==> src/rtl/trig_cond_pkg.sv <==
`timescale 1ns/1ps
package trig_cond_pkg;
  // analog condition selected by {lo_en, hi_en}
  typedef enum logic [1:0] {
    ANA_OFF    = 2'b00,
    ANA_ABOVE  = 2'b01,
    ANA_BELOW  = 2'b10,
    ANA_WINDOW = 2'b11
  } ana_sel_e;
endpackage

==> src/rtl/tcg_sync.sv <==
`timescale 1ns/1ps
module tcg_sync #(
  parameter int unsigned W      = 3,
  parameter int unsigned STAGES = 2
) (
  input  logic         clk_i,
  input  logic         rst_ni,
  input  logic [W-1:0] d_i,
  output logic [W-1:0] q_o
);
  logic [W-1:0] stg_q [STAGES];

  always_ff @(posedge clk_i or negedge rst_ni) begin
    if (!rst_ni) stg_q[0] <= '0;
    else         stg_q[0] <= d_i;
  end

  for (genvar s = 1; s < STAGES; s++) begin : g_stage
    always_ff @(posedge clk_i or negedge rst_ni) begin
      if (!rst_ni) stg_q[s] <= '0;
      else         stg_q[s] <= stg_q[s-1];
    end
  end

  assign q_o = stg_q[STAGES-1];
endmodule

==> src/rtl/tcg_analog.sv <==
`timescale 1ns/1ps
module tcg_analog
  import trig_cond_pkg::*;
(
  input  logic clk_i,
  input  logic rst_ni,
  input  logic hi_s_i,
  input  logic lo_s_i,
  input  logic hi_en_i,
  input  logic lo_en_i,
  input  logic hyst_i,
  output logic lvl_o
);
  ana_sel_e sel;
  logic     lvl_q, lvl_d;

  assign sel = ana_sel_e'({lo_en_i, hi_en_i});

  always_comb begin
    unique case (sel)
      ANA_ABOVE:  lvl_d = hi_s_i;
      ANA_BELOW:  lvl_d = ~lo_s_i;
      // hysteresis: set above hi, hold between, clear below lo
      ANA_WINDOW: lvl_d = hyst_i ? (hi_s_i | (lvl_q & lo_s_i))
                                 : (lo_s_i & ~hi_s_i);
      default:    lvl_d = 1'b0;
    endcase
  end

  always_ff @(posedge clk_i or negedge rst_ni) begin
    if (!rst_ni) lvl_q <= 1'b0;
    else         lvl_q <= lvl_d;
  end

  assign lvl_o = lvl_q;
endmodule

==> src/rtl/tcg_fire.sv <==
`timescale 1ns/1ps
module tcg_fire (
  input  logic clk_i,
  input  logic rst_ni,
  input  logic en_i,
  input  logic edge_mode_i,
  input  logic arm_wr_i,
  input  logic cond_i,
  output logic trig_o,
  output logic gate_o
);
  logic prev_q, armed_q, trig_q, fire, armed_d;

  assign fire = en_i & edge_mode_i & armed_q & cond_i & ~prev_q;

  always_comb begin
    if (!en_i)        armed_d = 1'b0;
    else if (arm_wr_i) armed_d = 1'b1;
    else if (fire)     armed_d = 1'b0;
    else               armed_d = armed_q;
  end

  always_ff @(posedge clk_i or negedge rst_ni) begin
    if (!rst_ni) begin
      prev_q  <= 1'b0;
      armed_q <= 1'b0;
      trig_q  <= 1'b0;
    end else begin
      prev_q  <= cond_i;
      armed_q <= armed_d;
      trig_q  <= fire;
    end
  end

  assign trig_o = trig_q;
  assign gate_o = en_i & ~edge_mode_i & cond_i;
endmodule

==> src/rtl/trig_gate_cond.sv <==
`timescale 1ns/1ps
module trig_gate_cond #(
  parameter int unsigned SYNC_STAGES = 2
) (
  input  logic clk_i,
  input  logic rst_ni,
  input  logic en_i,
  input  logic edge_mode_i,
  input  logic pol_i,
  input  logic src_ana_i,
  input  logic hi_en_i,
  input  logic lo_en_i,
  input  logic hyst_i,
  input  logic arm_wr_i,
  input  logic ext_trig_i,
  input  logic cmp_hi_i,
  input  logic cmp_lo_i,
  output logic trig_o,
  output logic gate_o
);
  localparam int unsigned NIN = 3;

  logic [NIN-1:0] raw, syn;
  logic ext_s, cmp_hi_s, cmp_lo_s, ana_lvl, cond;

  assign raw = {cmp_lo_i, cmp_hi_i, ext_trig_i};

  tcg_sync #(.W(NIN), .STAGES(SYNC_STAGES)) u_sync (
    .clk_i (clk_i),
    .rst_ni(rst_ni),
    .d_i   (raw),
    .q_o   (syn)
  );

  assign ext_s    = syn[0];
  assign cmp_hi_s = syn[1];
  assign cmp_lo_s = syn[2];

  tcg_analog u_ana (
    .clk_i  (clk_i),
    .rst_ni (rst_ni),
    .hi_s_i (cmp_hi_s),
    .lo_s_i (cmp_lo_s),
    .hi_en_i(hi_en_i),
    .lo_en_i(lo_en_i),
    .hyst_i (hyst_i),
    .lvl_o  (ana_lvl)
  );

  assign cond = (src_ana_i ? ana_lvl : ext_s) ^ pol_i;

  tcg_fire u_fire (
    .clk_i      (clk_i),
    .rst_ni     (rst_ni),
    .en_i       (en_i),
    .edge_mode_i(edge_mode_i),
    .arm_wr_i   (arm_wr_i),
    .cond_i     (cond),
    .trig_o     (trig_o),
    .gate_o     (gate_o)
  );
endmodule

==> config.mk <==
export PLATFORM = sky130hd
export DESIGN_NAME = trig_gate_cond
export DESIGN_NICKNAME = d
export VERILOG_FILES = /design/src/rtl/trig_cond_pkg.sv /design/src/rtl/tcg_sync.sv /design/src/rtl/tcg_analog.sv /design/src/rtl/tcg_fire.sv /design/src/rtl/trig_gate_cond.sv
export SDC_FILE = /design/constraint.sdc
export NUM_CORES = 1
export LEC_CHECK = 0
export BUFFER_PORTS_ARGS = -buffer_cell sky130_fd_sc_hd__buf_2
export CAP_MARGIN = 20
export CELL_PAD_IN_SITES_DETAIL_PLACEMENT = 1
export CELL_PAD_IN_SITES_GLOBAL_PLACEMENT = 2
export CORE_AREA = 10 10 47 49
export DETAILED_ROUTE_END_ITERATION = 12
export DIE_AREA = 0 0 57 59
export GPL_ROUTABILITY_DRIVEN = 0
export GPL_TIMING_DRIVEN = 0
export PLACE_DENSITY = 0.76
export SETUP_SLACK_MARGIN = 0.02
export SLEW_MARGIN = 40
export SYNTH_ARGS = -nofsm -noshare
export SYNTH_HDL_FRONTEND = slang
export SYNTH_SLANG_ARGS = --single-unit
==> constraint.sdc <==
create_clock -name clk_i -period 3.38 [get_ports clk_i]
set_input_delay 1.014 -clock clk_i [delete_from_list [all_inputs] [get_ports clk_i]]
set_output_delay 1.014 -clock clk_i [all_outputs]
set_load 0.02 [all_outputs]
==> impl_metrics.toml, run 1 <==
[status]
status = "finished clean"

[critical_path]
criticalPathCategory = "input pin to output pin"
worstSetupEndpointType = "output pin"
critPathMaxStageDelay_ns = 0.30
ff2ff_path_depth = 3
timing.rr.start = "u_ana.lvl_o"
worstPathRequired_ns = 2.37
path_max_fanout = 3
reg2reg_slack_ns = 2.21
r2r-end = "u_fire.trig_o"
crit_path_top_delay_cell = "mux2i_2"
crit_buf_inv = 2
cp.arrival_ns = 1.98
path_cells = "buf_2, mux2i_2, xnor2_1, and3b_1, buf_2"
worst_path_most_repeated_cell = "buf_2"
cp-start-kind = "input pin"
crit_family = "multiplexers"

[power_and_ir_drop]
ir_drop_mv = 0.237
p_leak_nw = 0.232
p_per_area_nw_per_um2 = 534

[final_layout]
fin_util_pct = 35.4
n_fill_cell = 168
diodes = 0
final_common_cell = "buf_2"
final_cell_mix = "buf_2 (14), dfrtp_1 (10), clkbuf_4 (3)"
layout.nets = 58
drive_gt1_share_pct = 45.5
area_delta_synth_final_pct = 34.2

[run]
cap_violations = 0

[clocking]
clock_latency_ns = 0.27
cts_resized = 0
cts_tree = "built"
post_cts_buffers = 0
clk_pin_slew_worst_paths_ns = 0.06
cts_sinks = 10
holdBufCountCts = 0
h-tree-depth = 1
cts_root_buffer = "clkbuf_4"
cts_buffers = 3
clockBufferDepth = 2

[route]
totalWireLength_um = 982
vias_per_cell = 4.90
avgRoutedWirePerCell_um = 16.4
drt_iter0_drc = 1
antenna_left = 0
drtPass1Iterations = 4
drc = 0
num_vias = 294

[hold_path]
hold_start = "u_sync.stg_q[4]"
whs_path_depth = 0
hold_class = "flop to flop"
min_to = "u_sync.q_o[1]"

[sta]
relSlewSlack_pct = 81.6
tightest_slew_ns = 0.271
finalClockSkew_ns = 0.0105
setup-tns-final_ns = 0
period_needed_ns = 2.99
maxSlewViolCount = 0
rsz0062_at_grt = "false"
fmax_ghz = 0.334
setup_viol = 0
finalCritPeriodShare_pct = 88.5
finalHoldViolations = 0

[placement]
numPortBuffers = 14
hpwlAfterDp_um = 825

[synthesis]
syn_area_um2 = 369
yosysWarnings = 0
yosysUniqueCellTypes = 15
netlist_instances = 26
synth_nets = 39
ys_seq_area_share_pct = 67.8
synth-seq-cells = 10
syn_area_per_cell_um2 = 14.2

[global_routing]
grt_pass1_vias = 354
grt_pass1_wl_um = 1520
grt_max_degree = 11
antenna_found_initial = 0
grt_remaining_overflow = 0
grt_usage_pct = 5.97

[floorplanning]
start_util_pct = 26.3
die_x_um = 57
std_cell_rows = 14
die_area_um2 = 3360
core_area_um2 = 1400
die_y_um = 59
pin_count = 15
cell usage after synthesis (all sizes together):
library cell | number | area share (%)
nand2b | 2 | 3.4
nor2 | 1 | 1.0
dfrtp | 10 | 68
nor3b | 2 | 5.4
nand4b | 1 | 2.4
o21ai | 2 | 2.7
a211oi | 1 | 2.0
nand2 | 1 | 1.0
a32oi | 1 | 2.4
mux2i | 1 | 3.7
nor2b | 1 | 1.7
and3b | 1 | 2.4
nor4 | 1 | 1.7
xnor2 | 1 | 2.4
worst reg2reg max path: cells and delay by family, from the launching register on:
family	cells	cell delay, ns
xor gates and xnor gates	1	0.21
and+or+nand+nor	1	0.24
DFF	1	0.39
muxes	1	0.26
power breakdown:
part / total [W] / switching (W) / leakage, nW / internal [W]
logic: 0.0000271 / 0.0000143 / 0.0906 / 0.0000128
registers: 0.000131 / 0.00000342 / 0.121 / 0.000127
clock network: 0.000107 / 0.0000412 / 0.0210 / 0.0000653
total: 0.000264 / 0.0000589 / 0.232 / 0.000205
sequential cells by signal, indices dropped and copies added (netlist names):
register        count
u_sync.stg_q        3
u_fire.prev_q       1
u_fire.armed_q      1
u_fire.trig_o       1
u_sync.q_o          3
u_ana.lvl_o         1
cells by family (layout without fill, tap and decap cells):
| family | Yosys count | after routing | synth area share (%) |
|---|---|---|---|
| compound gates | 4 | 4 | 7.12 |
| xor+xnor | 1 | 1 | 2.37 |
| buf+inv | 0 | 18 | 0 |
| flops | 10 | 10 | 67.8 |
| mux | 1 | 1 | 3.73 |
| simple gates | 10 | 10 | 19.0 |
metal layers:
metal / GRT usage (%) / part of all wire, % / routed length (um) / vias to the layer above
met5: 0 / 0 / 0 / -
met4: 3.02 / 1.0 / 10 / 0
met3: 3.86 / 11 / 108 / 2
met2: 10.7 / 49 / 477 / 16
met1: 4.99 / 39 / 386 / 146
li1: - / - / - / 130
stage by stage:
step	std cells	area (um^2)	hold slack [ns]	power (W)	setup slack, ns
after floorplan	26	369	0.331	0.000144	0.667
after global placement	56	459	0.334	0.000157	0.458
after detailed placement	56	459	0.337	0.000161	0.402
after CTS	60	495	0.351	0.000268	0.380
after global routing	60	495	0.361	0.000276	0.343
final	60	495	0.349	0.000264	0.389
how the worst max path moves through the flow:
| stage | start | end | cells past startpoint |
|---|---|---|---|
| 2_1_floorplan | src_ana_i | gate_o | 3 |
| 4_1_cts | src_ana_i | gate_o | 5 |
| 5_1_grt | src_ana_i | gate_o | 5 |
| 6_report | src_ana_i | gate_o | 5 |
| 3_3_place_gp | src_ana_i | gate_o | 5 |
| 3_5_place_dp | src_ana_i | gate_o | 5 |
final cells by class:
| type | count | area (um^2) | share of cell area [%] |
|---|---|---|---|
| Timing Repair Buffer | 14 | 70.1 | 14.1 |
| Sequential cell | 10 | 250 | 50.5 |
| Tap cell | 16 | 20.0 | 4.04 |
| Clock buffer | 4 | 36.3 | 7.32 |
| Multi-Input combinational cell | 16 | 119 | 24.0 |
Note: power is estimated with default switching activity, not from simulation.
==> run 2, diff against run 1 <==
--- a/config.mk
+++ b/config.mk
@@ -5,16 +5,16 @@
 export SDC_FILE = /design/constraint.sdc
 export NUM_CORES = 1
 export LEC_CHECK = 0
-export BUFFER_PORTS_ARGS = -buffer_cell sky130_fd_sc_hd__buf_2
 export CAP_MARGIN = 20
 export CELL_PAD_IN_SITES_DETAIL_PLACEMENT = 1
 export CELL_PAD_IN_SITES_GLOBAL_PLACEMENT = 2
 export CORE_AREA = 10 10 47 49
 export DETAILED_ROUTE_END_ITERATION = 12
 export DIE_AREA = 0 0 57 59
+export DONT_BUFFER_PORTS = 1
 export GPL_ROUTABILITY_DRIVEN = 0
 export GPL_TIMING_DRIVEN = 0
-export PLACE_DENSITY = 0.76
+export PLACE_DENSITY = 0.61
 export SETUP_SLACK_MARGIN = 0.02
 export SLEW_MARGIN = 40
 export SYNTH_ARGS = -nofsm -noshare
==> run 2 against run 1 <==
  * Fmax up 7.0%
  * Sequential cell count unchanged
  * Register-to-register slack improved by 0.10 ns
  * Sequential power is essentially flat
  * Worst setup slack improved by 0.20 ns
  * Final cell count down 25%
  * Sequential share of layout area up 10 points
  * Clock-buffer cell count fell by 1
  * Critical endpoint unchanged
==> impl_metrics.toml, run 2 (synthesis gave the netlist of run 1 again) <==
[sta]
finalClockSkew_ns = 0.00275
fmax_ghz = 0.358
finalHoldViolations = 0
tightest_slew_ns = 0.253
setup-tns-final_ns = 0
rsz0062_at_grt = "false"
period_needed_ns = 2.80
finalCritPeriodShare_pct = 82.7
fin_hold_ws_ns = 0.350
relSlewSlack_pct = 82.8
maxSlewViolCount = 0
setup_viol = 0

[clocking]
clock_latency_ns = 0.25
post_cts_buffers = 0
clockBufferDepth = 2
cts_tree = "built"
h-tree-depth = 1
clk_pin_slew_worst_paths_ns = 0.06
cts_sinks = 10
cts_resized = 0
cts_root_buffer = "clkbuf_4"
cts_buffers = 3
holdBufCountCts = 0

[floorplanning]
pin_count = 15
die_y_um = 59
std_cell_rows = 14
core_area_um2 = 1400
die_x_um = 57
die_area_um2 = 3360
start_util_pct = 26.3

[final_layout]
area_delta_synth_final_pct = 11.5
final_cell_mix = "dfrtp_1 (10), clkbuf_4 (3), nand2b_1 (2), o21ai_0 (2)"
fin_area_um2 = 412
layout.nets = 44
drive_gt1_share_pct = 17.2
diodes = 0
final_common_cell = "dfrtp_1"

[global_routing]
grt_max_degree = 11
grt_usage_pct = 4.87
grt_remaining_overflow = 0
grt_pass1_vias = 273
grt_pass1_wl_um = 1220
antenna_found_initial = 0

[route]
num_vias = 221
drtPass1Iterations = 2
drt_iter0_drc = 2
totalWireLength_um = 731
drc = 0
vias_per_cell = 4.91
antenna_left = 0
avgRoutedWirePerCell_um = 16.2

[critical_path]
crit_path_top_delay_cell = "and3b_1"
cp.arrival_ns = 1.78
path_cells = "mux2i_2, xnor2_1, and3b_1"
critPathMaxStageDelay_ns = 0.31
criticalPathCategory = "input pin to output pin"
worstSetupEndpointType = "output pin"
worstPathRequired_ns = 2.37
cp-start-kind = "input pin"
path_max_fanout = 3

[power_and_ir_drop]
p_leak_nw = 0.167
p_per_area_nw_per_um2 = 531
ir_drop_mv = 0.247

[status]
status = "finished clean"

[run]
cap_violations = 0

[hold_path]
hold_class = "flop to flop"

[placement]
numPortBuffers = 0
hpwlAfterDp_um = 624
placed_area_um2 = 389
[run 2: worst paths after layout]
check / start / end / slack [ns] / cells after the start
hold reg to reg: u_sync.stg_q[4] / u_sync.q_o[1] / 0.35 / 0
max in group asynchronous: rst_ni / u_sync.q_o[0] / 2.86 / 0
setup / recovery: src_ana_i / gate_o / 0.58 / 3
min in group asynchronous: rst_ni / u_fire.armed_q / 0.45 / 0
setup reg to reg: u_ana.lvl_o / u_fire.trig_o / 2.31 / 3
hold / removal: u_sync.stg_q[4] / u_sync.q_o[1] / 0.35 / 0
[run 2: stage by stage]
step / power [W] / setup slack [ns] / utilization, % / instances
floorplan: 0.000144 / 0.667 / - / 26
global placement: 0.000146 / 0.584 / 27.8 / 42
detailed placement: 0.000148 / 0.565 / 27.8 / 42
CTS: 0.000224 / 0.565 / 29.4 / 45
global route: 0.000231 / 0.528 / 29.4 / 45
finish: 0.000219 / 0.584 / 29.4 / 45
[run 2: routing by layer]
metal,global-route usage [%],share of wire (%)
met5,0,0
met4,3.02,0
met3,4.08,11
met2,7.60,49
met1,4.23,39
[run 2: worst max-delay path, delay by kind of cell]
family / cells / cell delay (ns)
XOR/XNOR: 1 / 0.19
AND/OR/NAND/NOR: 1 / 0.31
multiplexers: 1 / 0.27
[run 2: layout make-up]
cell class	count	area (um^2)
clock buffer	3	22.5
fill	156	990
multi-input combinational	16	119
sequential	10	250
tap	16	20.0
[run 2: power by group]
part,switching [W],internal (W)
sequential,0.00000350,0.000127
combinational,0.00000666,0.00000730
clock,0.0000329,0.0000407
==> run 3, diff against run 2 <==
--- a/config.mk
+++ b/config.mk
@@ -5,16 +5,17 @@
 export SDC_FILE = /design/constraint.sdc
 export NUM_CORES = 1
 export LEC_CHECK = 0
+export ABC_AREA = 1
 export CAP_MARGIN = 20
 export CELL_PAD_IN_SITES_DETAIL_PLACEMENT = 1
 export CELL_PAD_IN_SITES_GLOBAL_PLACEMENT = 2
-export CORE_AREA = 10 10 47 49
+export CORE_AREA = 10 10 50 52
 export DETAILED_ROUTE_END_ITERATION = 12
-export DIE_AREA = 0 0 57 59
+export DIE_AREA = 0 0 60 62
 export DONT_BUFFER_PORTS = 1
 export GPL_ROUTABILITY_DRIVEN = 0
 export GPL_TIMING_DRIVEN = 0
-export PLACE_DENSITY = 0.61
+export PLACE_DENSITY = 0.64
 export SETUP_SLACK_MARGIN = 0.02
 export SLEW_MARGIN = 40
 export SYNTH_ARGS = -nofsm -noshare
==> constraint.sdc (replaced) <==
create_clock -name clk_i -period 2.4 [get_ports clk_i]
set_input_delay 0.72 -clock clk_i [delete_from_list [all_inputs] [get_ports clk_i]]
set_output_delay 0.72 -clock clk_i [all_outputs]
set_load 0.02 [all_outputs]
==> run 3 against run 2 <==
  * Sequential cell count is the same
  * Register-to-register slack worse by 0.80 ns
  * First-iteration DRC count rose to 3.0 times the previous value
  * Clock skew about the same
  * Largest power group unchanged
  * Global-route usage is 0.70 points lower
  * Design area up 9.7%
==> impl_metrics.toml, run 3 <==
[synthesis]
synth_common_cells = "nand2_1 (11), dfrtp_1 (10), inv_1 (10), nand3_2 (4)"
synth.most_common_cell = "nand2_1"
ys.flop_type = "dfrtp_1"
yosys.area.top_type = "dfrtp_1"
syn_area_um2 = 408
synthTopCellsByArea = "dfrtp_1 (61%), nand2_1 (10%), nand3_2 (9.8%)"
ys_seq_area_share_pct = 61.3
netlist_instances = 42
yosysWarnings = 0
yosysUniqueCellTypes = 9
synth.top_cell.area_share_pct = 61.3
synth-seq-cells = 10
synth_nets = 55
synthArstFlopShare_pct = 100
syn_area_per_cell_um2 = 9.71
synth_edf_count = 0

[clocking]
clock_latency_ns = 0.25
h-tree-depth = 1
clockBufferDepth = 2
cts_buffers = 3
cts_sinks = 10
holdBufCountCts = 0
cts_tree = "built"
cts_resized = 0
cts_root_buffer = "clkbuf_4"
post_cts_buffers = 0
clk_pin_slew_worst_paths_ns = 0.06

[sta]
fmax_ghz = 0.496
relSlewSlack_pct = 73.8
setup-tns-final_ns = 0
setup_viol = 0
rsz0062_at_grt = "false"
fin_hold_ws_ns = 0.156
period_needed_ns = 2.01
finalClockSkew_ns = 0.00277
finalCritPeriodShare_pct = 83.9
maxSlewViolCount = 0
tightest_slew_ns = 0.390
finalHoldViolations = 0

[global_routing]
grt_usage_pct = 4.16
antenna_found_initial = 0
grt_pass1_vias = 263
grt_max_degree = 11
grt_remaining_overflow = 0
grt_pass1_wl_um = 1120

[critical_path]
worstSetupEndpointType = "output pin"
path_max_fanout = 3
cp.arrival_ns = 1.29
criticalPathCategory = "input pin to output pin"
reg2reg_slack_ns = 1.51
ff2ff_path_depth = 6
timing.rr.start = "u_ana.lvl_o"
cp-start-kind = "input pin"
worstPathRequired_ns = 1.68
r2r-end = "u_fire.armed_q"

[final_layout]
area_delta_synth_final_pct = 10.7
multi_input_comb_area_um2 = 120
fin_area_um2 = 452
diodes = 0
final_cell_mix = "nand2_1 (11), inv_1 (10), dfrtp_1 (10)"
layout.nets = 60
layout.cells.non_filler = 62
n_fill_cell = 195
regArea_um2 = 250
drive_gt1_share_pct = 17.8
final_common_cell = "nand2_1"

[route]
drc = 0
num_vias = 257
drt_iter0_drc = 6
vias_per_cell = 4.15
antenna_left = 0
totalWireLength_um = 721
drtPass1Iterations = 2
avgRoutedWirePerCell_um = 11.6

[floorplanning]
core_area_um2 = 1610
std_cell_rows = 15
die_y_um = 62
pin_count = 15
die_x_um = 60
die_area_um2 = 3720
start_util_pct = 25.3

[run]
cap_violations = 0

[status]
status = "finished clean"

[placement]
numPortBuffers = 0
hpwlAfterDp_um = 634
dp_cells = 59
placed_area_um2 = 429

[hold_path]
hold_class = "input pin to asynchronous set/reset pin"

[power_and_ir_drop]
p_per_area_nw_per_um2 = 684
p_leak_nw = 0.240
ir_drop_mv = 0.238
==> run 3: cell count changes after synthesis, moves of 2 or more <==
cell,before,now
nand2b_1,2,0
inv_1,0,10
nand2_1,1,11
nand3_2,0,4
==> run 3: logic make-up (layout without fill, tap and decap cells) <==
kind of cell | Yosys count | count (layout) | share of synthesized area (%)
buffers and inverters | 10 | 13 | 9.20
AO/OA/AOI/OAI | 4 | 4 | 5.21
AND/OR/NAND/NOR | 18 | 18 | 24.2
flip-flops | 10 | 10 | 61.3
==> run 3: worst max path at each step <==
stage | slack, ns | cells after the start | to | startpoint
floorplan | 0.44 | 5 | gate_o | src_ana_i
global placement | 0.36 | 5 | gate_o | src_ana_i
detailed placement | 0.36 | 5 | gate_o | src_ana_i
CTS | 0.36 | 5 | gate_o | src_ana_i
global route | 0.31 | 5 | gate_o | u_ana.lvl_o
finish | 0.39 | 5 | gate_o | src_ana_i
==> run 3: layout make-up <==
| cell class | count | area share [%] |
|---|---|---|
| flip-flops and latches | 10 | 55.4 |
| inverters | 10 | 8.31 |
| clock buffers | 3 | 4.99 |
| multi-input cells | 22 | 26.6 |
| well taps | 17 | 4.71 |
==> run 3: worst max-delay path, cell delays in order <==
cell and delay (ns):
inv_1 0.05, nand2_1 0.06, nand3_2 0.07, nand2_1 0.08, nor3_2 0.31
==> run 3: layer usage <==
| layer | share of wire, % | up-vias | global-route usage (%) |
|---|---|---|---|
| met3 | 6.1 | 2 | 1.42 |
| li1 | - | 134 | - |
| met1 | 42 | 115 | 4.34 |
| met4 | 0.55 | 0 | 4.81 |
| met5 | 0 | - | 0 |
| met2 | 51 | 6 | 6.03 |
==> run 3: power by group <==
part / total [W] / switching (W) / internal [W]
Combinational: 0.0000212 / 0.0000131 / 0.00000802
Clock: 0.000105 / 0.0000477 / 0.0000574
Sequential: 0.000183 / 0.00000398 / 0.000179
==> run 3: metrics by stage <==
| step | setup slack [ns] | total power [W] | utilization (%) |
|---|---|---|---|
| 2_1_floorplan | 0.438 | 0.000203 | - |
| 3_3_place_gp | 0.357 | 0.000208 | 26.6 |
| 3_5_place_dp | 0.364 | 0.000208 | 26.6 |
| 4_1_cts | 0.363 | 0.000318 | 28.0 |
| 5_1_grt | 0.306 | 0.000327 | 28.0 |
| 6_report | 0.385 | 0.000309 | 28.0 |
